**src/rtl/vpx_pkg.sv**
```systemverilog
package vpx_pkg;
    localparam int STEP_W    = 7;
    localparam int RM_W      = 24;
    localparam int WORD_W    = 32;
    localparam logic [5:0] PFX_MAJOR = 6'd1;
    localparam int INSN_BYTES = 4;

    typedef struct packed {
        logic [STEP_W-1:0] maxvl;
        logic [STEP_W-1:0] vl;
        logic [STEP_W-1:0] srcstep;
        logic [STEP_W-1:0] dststep;
        logic [1:0]        subvl;
        logic [1:0]        svmode;
    } vstate_t;
endpackage

```
**src/rtl/vpx_prefix_decode.sv**
```systemverilog
module vpx_prefix_decode
    import vpx_pkg::*;
(
    input  logic [WORD_W-1:0] word_i,
    output logic              is_pfx_o,
    output logic [RM_W-1:0]   remap_o
);
    localparam int LOW_W = RM_W - 2;

    logic [LOW_W-1:0] low_bits;

    // Lower remap bits map straight across from the word's low bits.
    for (genvar g = 0; g < LOW_W; g++) begin : g_rm
        assign low_bits[g] = word_i[g];
    end

    always_comb begin
        is_pfx_o = (word_i[WORD_W-1 -: 6] == PFX_MAJOR) && word_i[24] && word_i[22];
        remap_o  = {word_i[25], word_i[23], low_bits};
    end
endmodule

```
**src/rtl/vpx_step_ctrl.sv**
```systemverilog
module vpx_step_ctrl
    import vpx_pkg::*;
(
    input  logic [STEP_W-1:0] step_i,
    input  logic [STEP_W-1:0] vl_i,
    input  logic              is_pfx_i,
    input  logic              dst_vec_i,
    output logic              hold_o,
    output logic [STEP_W-1:0] step_nxt_o
);
    logic [STEP_W-1:0] last_idx;

    always_comb begin
        last_idx = (vl_i == '0) ? '0 : vl_i - STEP_W'(1);
        hold_o   = is_pfx_i && dst_vec_i && (step_i != last_idx);
        if (hold_o)
            step_nxt_o = step_i + STEP_W'(1);
        else if (is_pfx_i)
            step_nxt_o = '0;
        else
            step_nxt_o = step_i;
    end
endmodule

```
**src/rtl/vpx_seq_top.sv**
```systemverilog
module vpx_seq_top
    import vpx_pkg::*;
#(
    parameter int AW = 64,
    parameter logic [AW-1:0] START_ADDR = '0
) (
    input  logic              clk,
    input  logic              rst,
    input  logic [31:0]       fetch_word,
    input  logic              retire,
    input  logic              dst_vec,
    input  logic              st_load,
    input  logic [31:0]       st_wdata,
    output logic [AW-1:0]     pc,
    output logic [AW-1:0]     next_pc,
    output logic [AW-1:0]     suffix_pc,
    output logic              is_prefix,
    output logic [23:0]       remap,
    output logic [6:0]        elem_idx,
    output logic [31:0]       st_q
);
    localparam logic [AW-1:0] STEP4 = AW'(INSN_BYTES);
    localparam logic [AW-1:0] STEP8 = AW'(2 * INSN_BYTES);

    typedef struct packed {
        logic [AW-1:0] pc;
        vstate_t       vs;
    } seq_t;

    seq_t              seq_d, seq_q;
    logic              hold;
    logic [STEP_W-1:0] step_nxt;

    vpx_prefix_decode u_dec (
        .word_i   (fetch_word),
        .is_pfx_o (is_prefix),
        .remap_o  (remap)
    );

    vpx_step_ctrl u_step (
        .step_i     (seq_q.vs.srcstep),
        .vl_i       (seq_q.vs.vl),
        .is_pfx_i   (is_prefix),
        .dst_vec_i  (dst_vec),
        .hold_o     (hold),
        .step_nxt_o (step_nxt)
    );

    always_comb begin
        suffix_pc = seq_q.pc + STEP4;
        if (hold)
            next_pc = seq_q.pc;
        else if (is_prefix)
            next_pc = seq_q.pc + STEP8;
        else
            next_pc = seq_q.pc + STEP4;

        seq_d = seq_q;
        if (st_load) begin
            seq_d.vs = vstate_t'(st_wdata);
        end else if (retire) begin
            seq_d.pc         = next_pc;
            seq_d.vs.srcstep = step_nxt;
        end
    end

    always_ff @(posedge clk) begin
        if (rst) begin
            seq_q.pc <= START_ADDR;
            seq_q.vs <= '0;
        end else begin
            seq_q <= seq_d;
        end
    end

    assign pc       = seq_q.pc;
    assign elem_idx = seq_q.vs.srcstep;
    assign st_q     = seq_q.vs;
endmodule

```
**config.mk**
```make
export PLATFORM = sky130hd
export DESIGN_NAME = vpx_seq_top
export DESIGN_NICKNAME = d
export VERILOG_FILES = /design/src/rtl/vpx_pkg.sv /design/src/rtl/vpx_prefix_decode.sv /design/src/rtl/vpx_step_ctrl.sv /design/src/rtl/vpx_seq_top.sv
export SDC_FILE = /design/constraint.sdc
export NUM_CORES = 1
export LEC_CHECK = 0
export BUFFER_PORTS_ARGS = -buffer_cell sky130_fd_sc_hd__buf_2
export CORE_MARGIN = 1
export CORE_UTILIZATION = 50
export CTS_BUF_LIST = sky130_fd_sc_hd__clkbuf_16
export DETAILED_ROUTE_END_ITERATION = 8
export PLACE_DENSITY_LB_ADDON = 0.25
export SETUP_SLACK_MARGIN = 0.5
export SYNTH_ARGS = -nofsm -noshare
export SYNTH_HDL_FRONTEND = slang
export SYNTH_SLANG_ARGS = --single-unit
```
**constraint.sdc**
```tcl
create_clock -name clk -period 3.9 [get_ports clk]
set_input_delay 0 -clock clk [delete_from_list [all_inputs] [get_ports clk]]
set_output_delay 0 -clock clk [all_outputs]
set_load 0.01 [all_outputs]
```
# Yosys cells after proc, flatten, opt, wreduce, memory -nomap -nowiden
# Cells that the tools add are included.
# W data, S select, Z words.
# word_totals
inputBits	69
output_inout_bits	256
regBits	96
# classes
n_reduce_logical	9
mux	7
eq_ne	2
addsub	4
bitwise	1
# ops
operator	count
$mux W64	2
$add A64 B3 Y64 const B	1
$add A64 B4 Y64 const B	1
$mux W7	5
$add A7 B1 Y7 const B	1
$logic_not A7 Y1	1
$ne A7 B7 Y1	1
$sub A7 B1 Y7 const B	1
$eq A6 B1 Y1 const B	1
$logic_and A1 B1 Y1	4
$reduce_and A2 Y1	2
$reduce_bool A3 Y1	1
$reduce_bool A2 Y1	1
$not A1 Y1	1

# Longest topological paths before layout
# logic_depth
ltp_word	8
depth_mapped	12
depth_no_buf	9

# Modules after synthesis
# From an unflattened synthesis, not the netlist that was laid out.
# unflattened
cells_unflattened	981
area_unflattened_um2	7415.9
# by_module_without_submodules
module	cells_each	area_per_inst_um2	instances
vpx_seq_top	881	6713.9	1
vpx_step_ctrl	73	495.5	1
vpx_prefix_decode	27	206.4	1

# Worst setup path after synthesis
# Ideal clock, no wire load.
# synth_path
path_type	reg2reg
start	register seq_q (netlist bit st_q[18])
end	register, netlist name pc[44]
path_slack_ns	1.063
arrival_ns	2.717
synth_period_minus_slack_ns	2.837
t_required_ns	3.779
stages_incl_launch_ff	12
path_cell_list	dfxtp_1 -> clkbuf_1 -> inv_1 -> ha_1 -> xnor2_1 -> o32a_1 -> o32ai_1 -> and4_1 -> a31oi_2 -> buf_2 -> nor4_1 -> mux2_2
# synth_between
elab_chain_len	5
# synth_rtl
element	line_no	source
from (decl)	vpx_seq_top.sv:30	seq_t seq_d, seq_q;
from (signal assigned)	vpx_seq_top.sv:72	seq_q <= seq_d;
$sub A7 B1 Y7 / $logic_not A7 Y1 (equally long branches)	vpx_step_ctrl.sv:14	last_idx = (vl_i == '0) ? '0 : vl_i - STEP_W'(1);
$mux W7 *	vpx_step_ctrl.sv:14	
$ne A7 B7 Y1 *	vpx_step_ctrl.sv:15	hold_o = is_pfx_i && dst_vec_i && (step_i != last_idx);
$logic_and A1 B1 Y1 *	vpx_step_ctrl.sv:15	
$mux W64 *	vpx_seq_top.sv:51	if (hold)
# Mark *: on every way between the ends. The rest lies on a longest branch, timed or not.
# A chain may end at the register's enable or synchronous reset.

# Final worst setup path
# layout_path
start	register seq_q (netlist bit st_q[18])
end	output next_pc[25]
# layout_between
elab_chain_len	5
# layout_rtl
element	line_no	source
$sub A7 B1 Y7 / $logic_not A7 Y1 (equally long branches)	vpx_step_ctrl.sv:14	
$mux W7 *	vpx_step_ctrl.sv:14	
$ne A7 B7 Y1 *	vpx_step_ctrl.sv:15	
$logic_and A1 B1 Y1 *	vpx_step_ctrl.sv:15	
$mux W64 *	vpx_seq_top.sv:51	
to (decl)	vpx_seq_top.sv:15	output logic [AW-1:0] next_pc,
# Marks and branches as above.

==> impl_metrics.yaml <==
outcome:
  outcome: "finished clean"
logic_synthesis:
  synth_top_area_share_pct: 24.1
  postSynth.asyncResetShare_pct: 0
  seq_area_frac_synth_pct: 24.1
  synthDistinctLibCells: 72
  ys_seq_elements: 94
  postSynthCellCount: 1069
  avgSynthCellArea_um2: 7.31
  synth_edf_count: 0
  synth_ff_type: "dfxtp_1"
  synth.area.top_cells: "dfxtp_1 (24%), xnor2_1 (6.8%), xor2_1 (6.3%)"
  yosysTopAreaCell: "dfxtp_1"
  synth_area_um2: 7820
  ys.warnings.count: 0
clocking:
  ctsRootBufferMaster: "clkbuf_16"
  insertion_delay_ps: 360
  clk_pin_slew_ps: 70
  cts_tree: "yes"
  cts_max_path_buffers: 2
  htree_levels: 3
  cts_made_buffers: 9
  postCtsSetupBuffers: 0
  clock_sinks: 94
power:
  pwr-share-seq_pct: 44.6
  power_per_cell_area_nw_per_um2: 237
  p_clk_share_pct: 40.6
  swShare_pct: 29.0
  comb_power_share_pct: 14.8
  ir_worst_vdd_mv: 0.266
  p_sw_w: 0.000663
  p_leak_nw: 4.30
  p_int_w: 0.00163
route:
  via_per_inst: 6.12
  dr_total_vias: 9058
  wirelength_mm: 28.5
  drc: 0
  dr.first_iter.drc_count: 941
  ant_nets: 0
  dr.pass1.iters: 6
  wl_per_cell_um: 19.3
timing:
  drv_slew: 0
  fin_crit_sh_pct: 83.8
  tightest_slew_ps: 821
  slew-limit-headroom_pct: 44.9
  fin_worst_skew_ps: 8.92
  fmax_ghz: 0.306
  rsz0062_at_grt: "yes"
  hold_viol: 0
  timing.setup.tns_ps: 0
  setup_viol: 0
  period_needed_ps: 3270
layout:
  antenna_cells: 0
  syn2layout_area_growth_pct: 23.6
  layout_common_cells: "buf_2 (269), nor2_1 (112), nand2_1 (98)"
  drive_gt1_share_pct: 27.6
  final_util_pct: 63.3
  layout_commonest_cell: "buf_2"
  nets: 1337
floorplanning:
  fp-row-count: 45
  die_h_um: 127
  fp.dieArea_um2: 16100
  start_util_pct: 51.2
  coreArea_um2: 15300
  die_w_um: 127
  io_pins: 325
placed_design:
  place_hpwl_mm: 19.5
  gp_routability_congestion: 0.968
  port_buffers: 270
grt:
  grt_max_degree: 70
  grt_pass1_vias: 8181
  track_usage_pct: 34.4
  antenna_found_initial: 0
  grt_pass1_wl_mm: 43.9
  overflow: 0
setup_path:
  path_class: "flip-flop to output pin"
  critical_path.startpoint: "st_q[18]$_SDFFE_PP0P_"
  r2r-start: "pc[29]$_SDFFE_PP0P_"
  cp-start-kind: "flip-flop"
  cp.required_ps: 3900
  path_max_fanout: 51
  reg2reg_depth: 8
  cp-end-kind: "output pin"
  arrival_ps: 3270
min_path:
  min_path_cells: 0
  holdCritPathClass: "primary input to output pin"
  hold_start: "fetch_word[25]"
flow_run:
  maxCapViolations: 0
==> registers in the layout, indices dropped and copies added (netlist names) <==
name / flops
pc: 62
st_q: 25
elem_idx: 7
==> cell type report <==
cell class              count  area (µm²)
multi-input cells         817        5260
fillers                  1399        5590
clock buffers               9         225
inverters                  17        63.8
flip-flops and latches     94        1890
repair buffers            325        1900
well taps                 211         264
clock inverters             7        73.8
==> what timing repair did <==
action / CTS / global route
setup endpoints to repair: 21 / 38
endpoints found under the hold margin: 32 / 0
gates cloned: 1 / 0
hold buffers: 32 / 0
gates resized for setup: 2 / 15
==> power by group through the flow <==
| stage | Sequential [W] | Clock (W) | Combinational (W) |
|---|---|---|---|
| floorplan | 0.00104 | 0 | 0.000218 |
| global placement | 0.00104 | 0 | 0.000291 |
| detailed placement | 0.00104 | 0 | 0.000296 |
| CTS | 0.00102 | 0.000933 | 0.000324 |
| global route | 0.00102 | 0.000968 | 0.000361 |
| finish | 0.00102 | 0.000930 | 0.000338 |
==> through the flow <==
stage | setup WS, ps | total power [W] | hold WS [ps] | cell area, µm² | cells
after floorplan | 1060 | 0.00126 | 91.8 | 7840 | 1074
after global placement | 842 | 0.00133 | 0.0686 | 8930 | 1431
after detailed placement | 794 | 0.00134 | 0.0686 | 8930 | 1431
after CTS | 521 | 0.00228 | 0.0686 | 9590 | 1480
after global routing | 479 | 0.00235 | 0.0168 | 9660 | 1480
final | 633 | 0.00229 | 0.00390 | 9660 | 1480
==> metal layers <==
metal | share of wire [%] | wire length [µm] | GRT usage (%)
met5 | 0 | 0 | 0
met4 | 3.3 | 932 | 14.6
met3 | 9.8 | 2800 | 9.30
met2 | 47 | 13300 | 56.7
met1 | 40 | 11500 | 42.3
==> logic make-up after synthesis <==
| group | after synthesis | synth area share (%) |
|---|---|---|
| buffers and inverters | 163 | 10.2 |
| xor gates and xnor gates | 119 | 13.7 |
| other | 1 | 0.0480 |
| AOI/OAI and AO/OA | 178 | 15.0 |
| adders and majority gates | 4 | 0.640 |
| muxes | 33 | 4.40 |
| and+or+nand+nor | 477 | 31.9 |
| DFF | 94 | 24.1 |
==> critical path: stages, from the launching register on <==
cell and delay, ps:
dfxtp_2 380, inv_1 70, ha_1 270, nor3b_2 290
xnor3_1 270, a32oi_1 280, o2bb2ai_2 140, a31oi_4 370
buf_12 290, nor3_1 100, xor2_1 230, buf_2 180
==> synth_stat cells (all sizes together), types with 14 or more instances <==
cell type,number
nor4,21
clkbuf,71
xor2,56
buf,75
nand3,49
or3,14
o31ai,44
a21oi,61
nand2,99
nor3,37
or4,47
nand4,38
nor2,115
mux2i,25
inv,17
xnor2,61
dfxtp,94
o21ai,16
==> path summary, 6_finish.rpt <==
check,endpoint,slack [ps]
max,next_pc[25],630
min,remap[23],0.004
max reg2reg,pc[57]$_SDFFE_PP0P_,820
min reg2reg,st_q[26]$_SDFFE_PP0P_,500
Note: power is estimated with default switching activity, not from simulation.
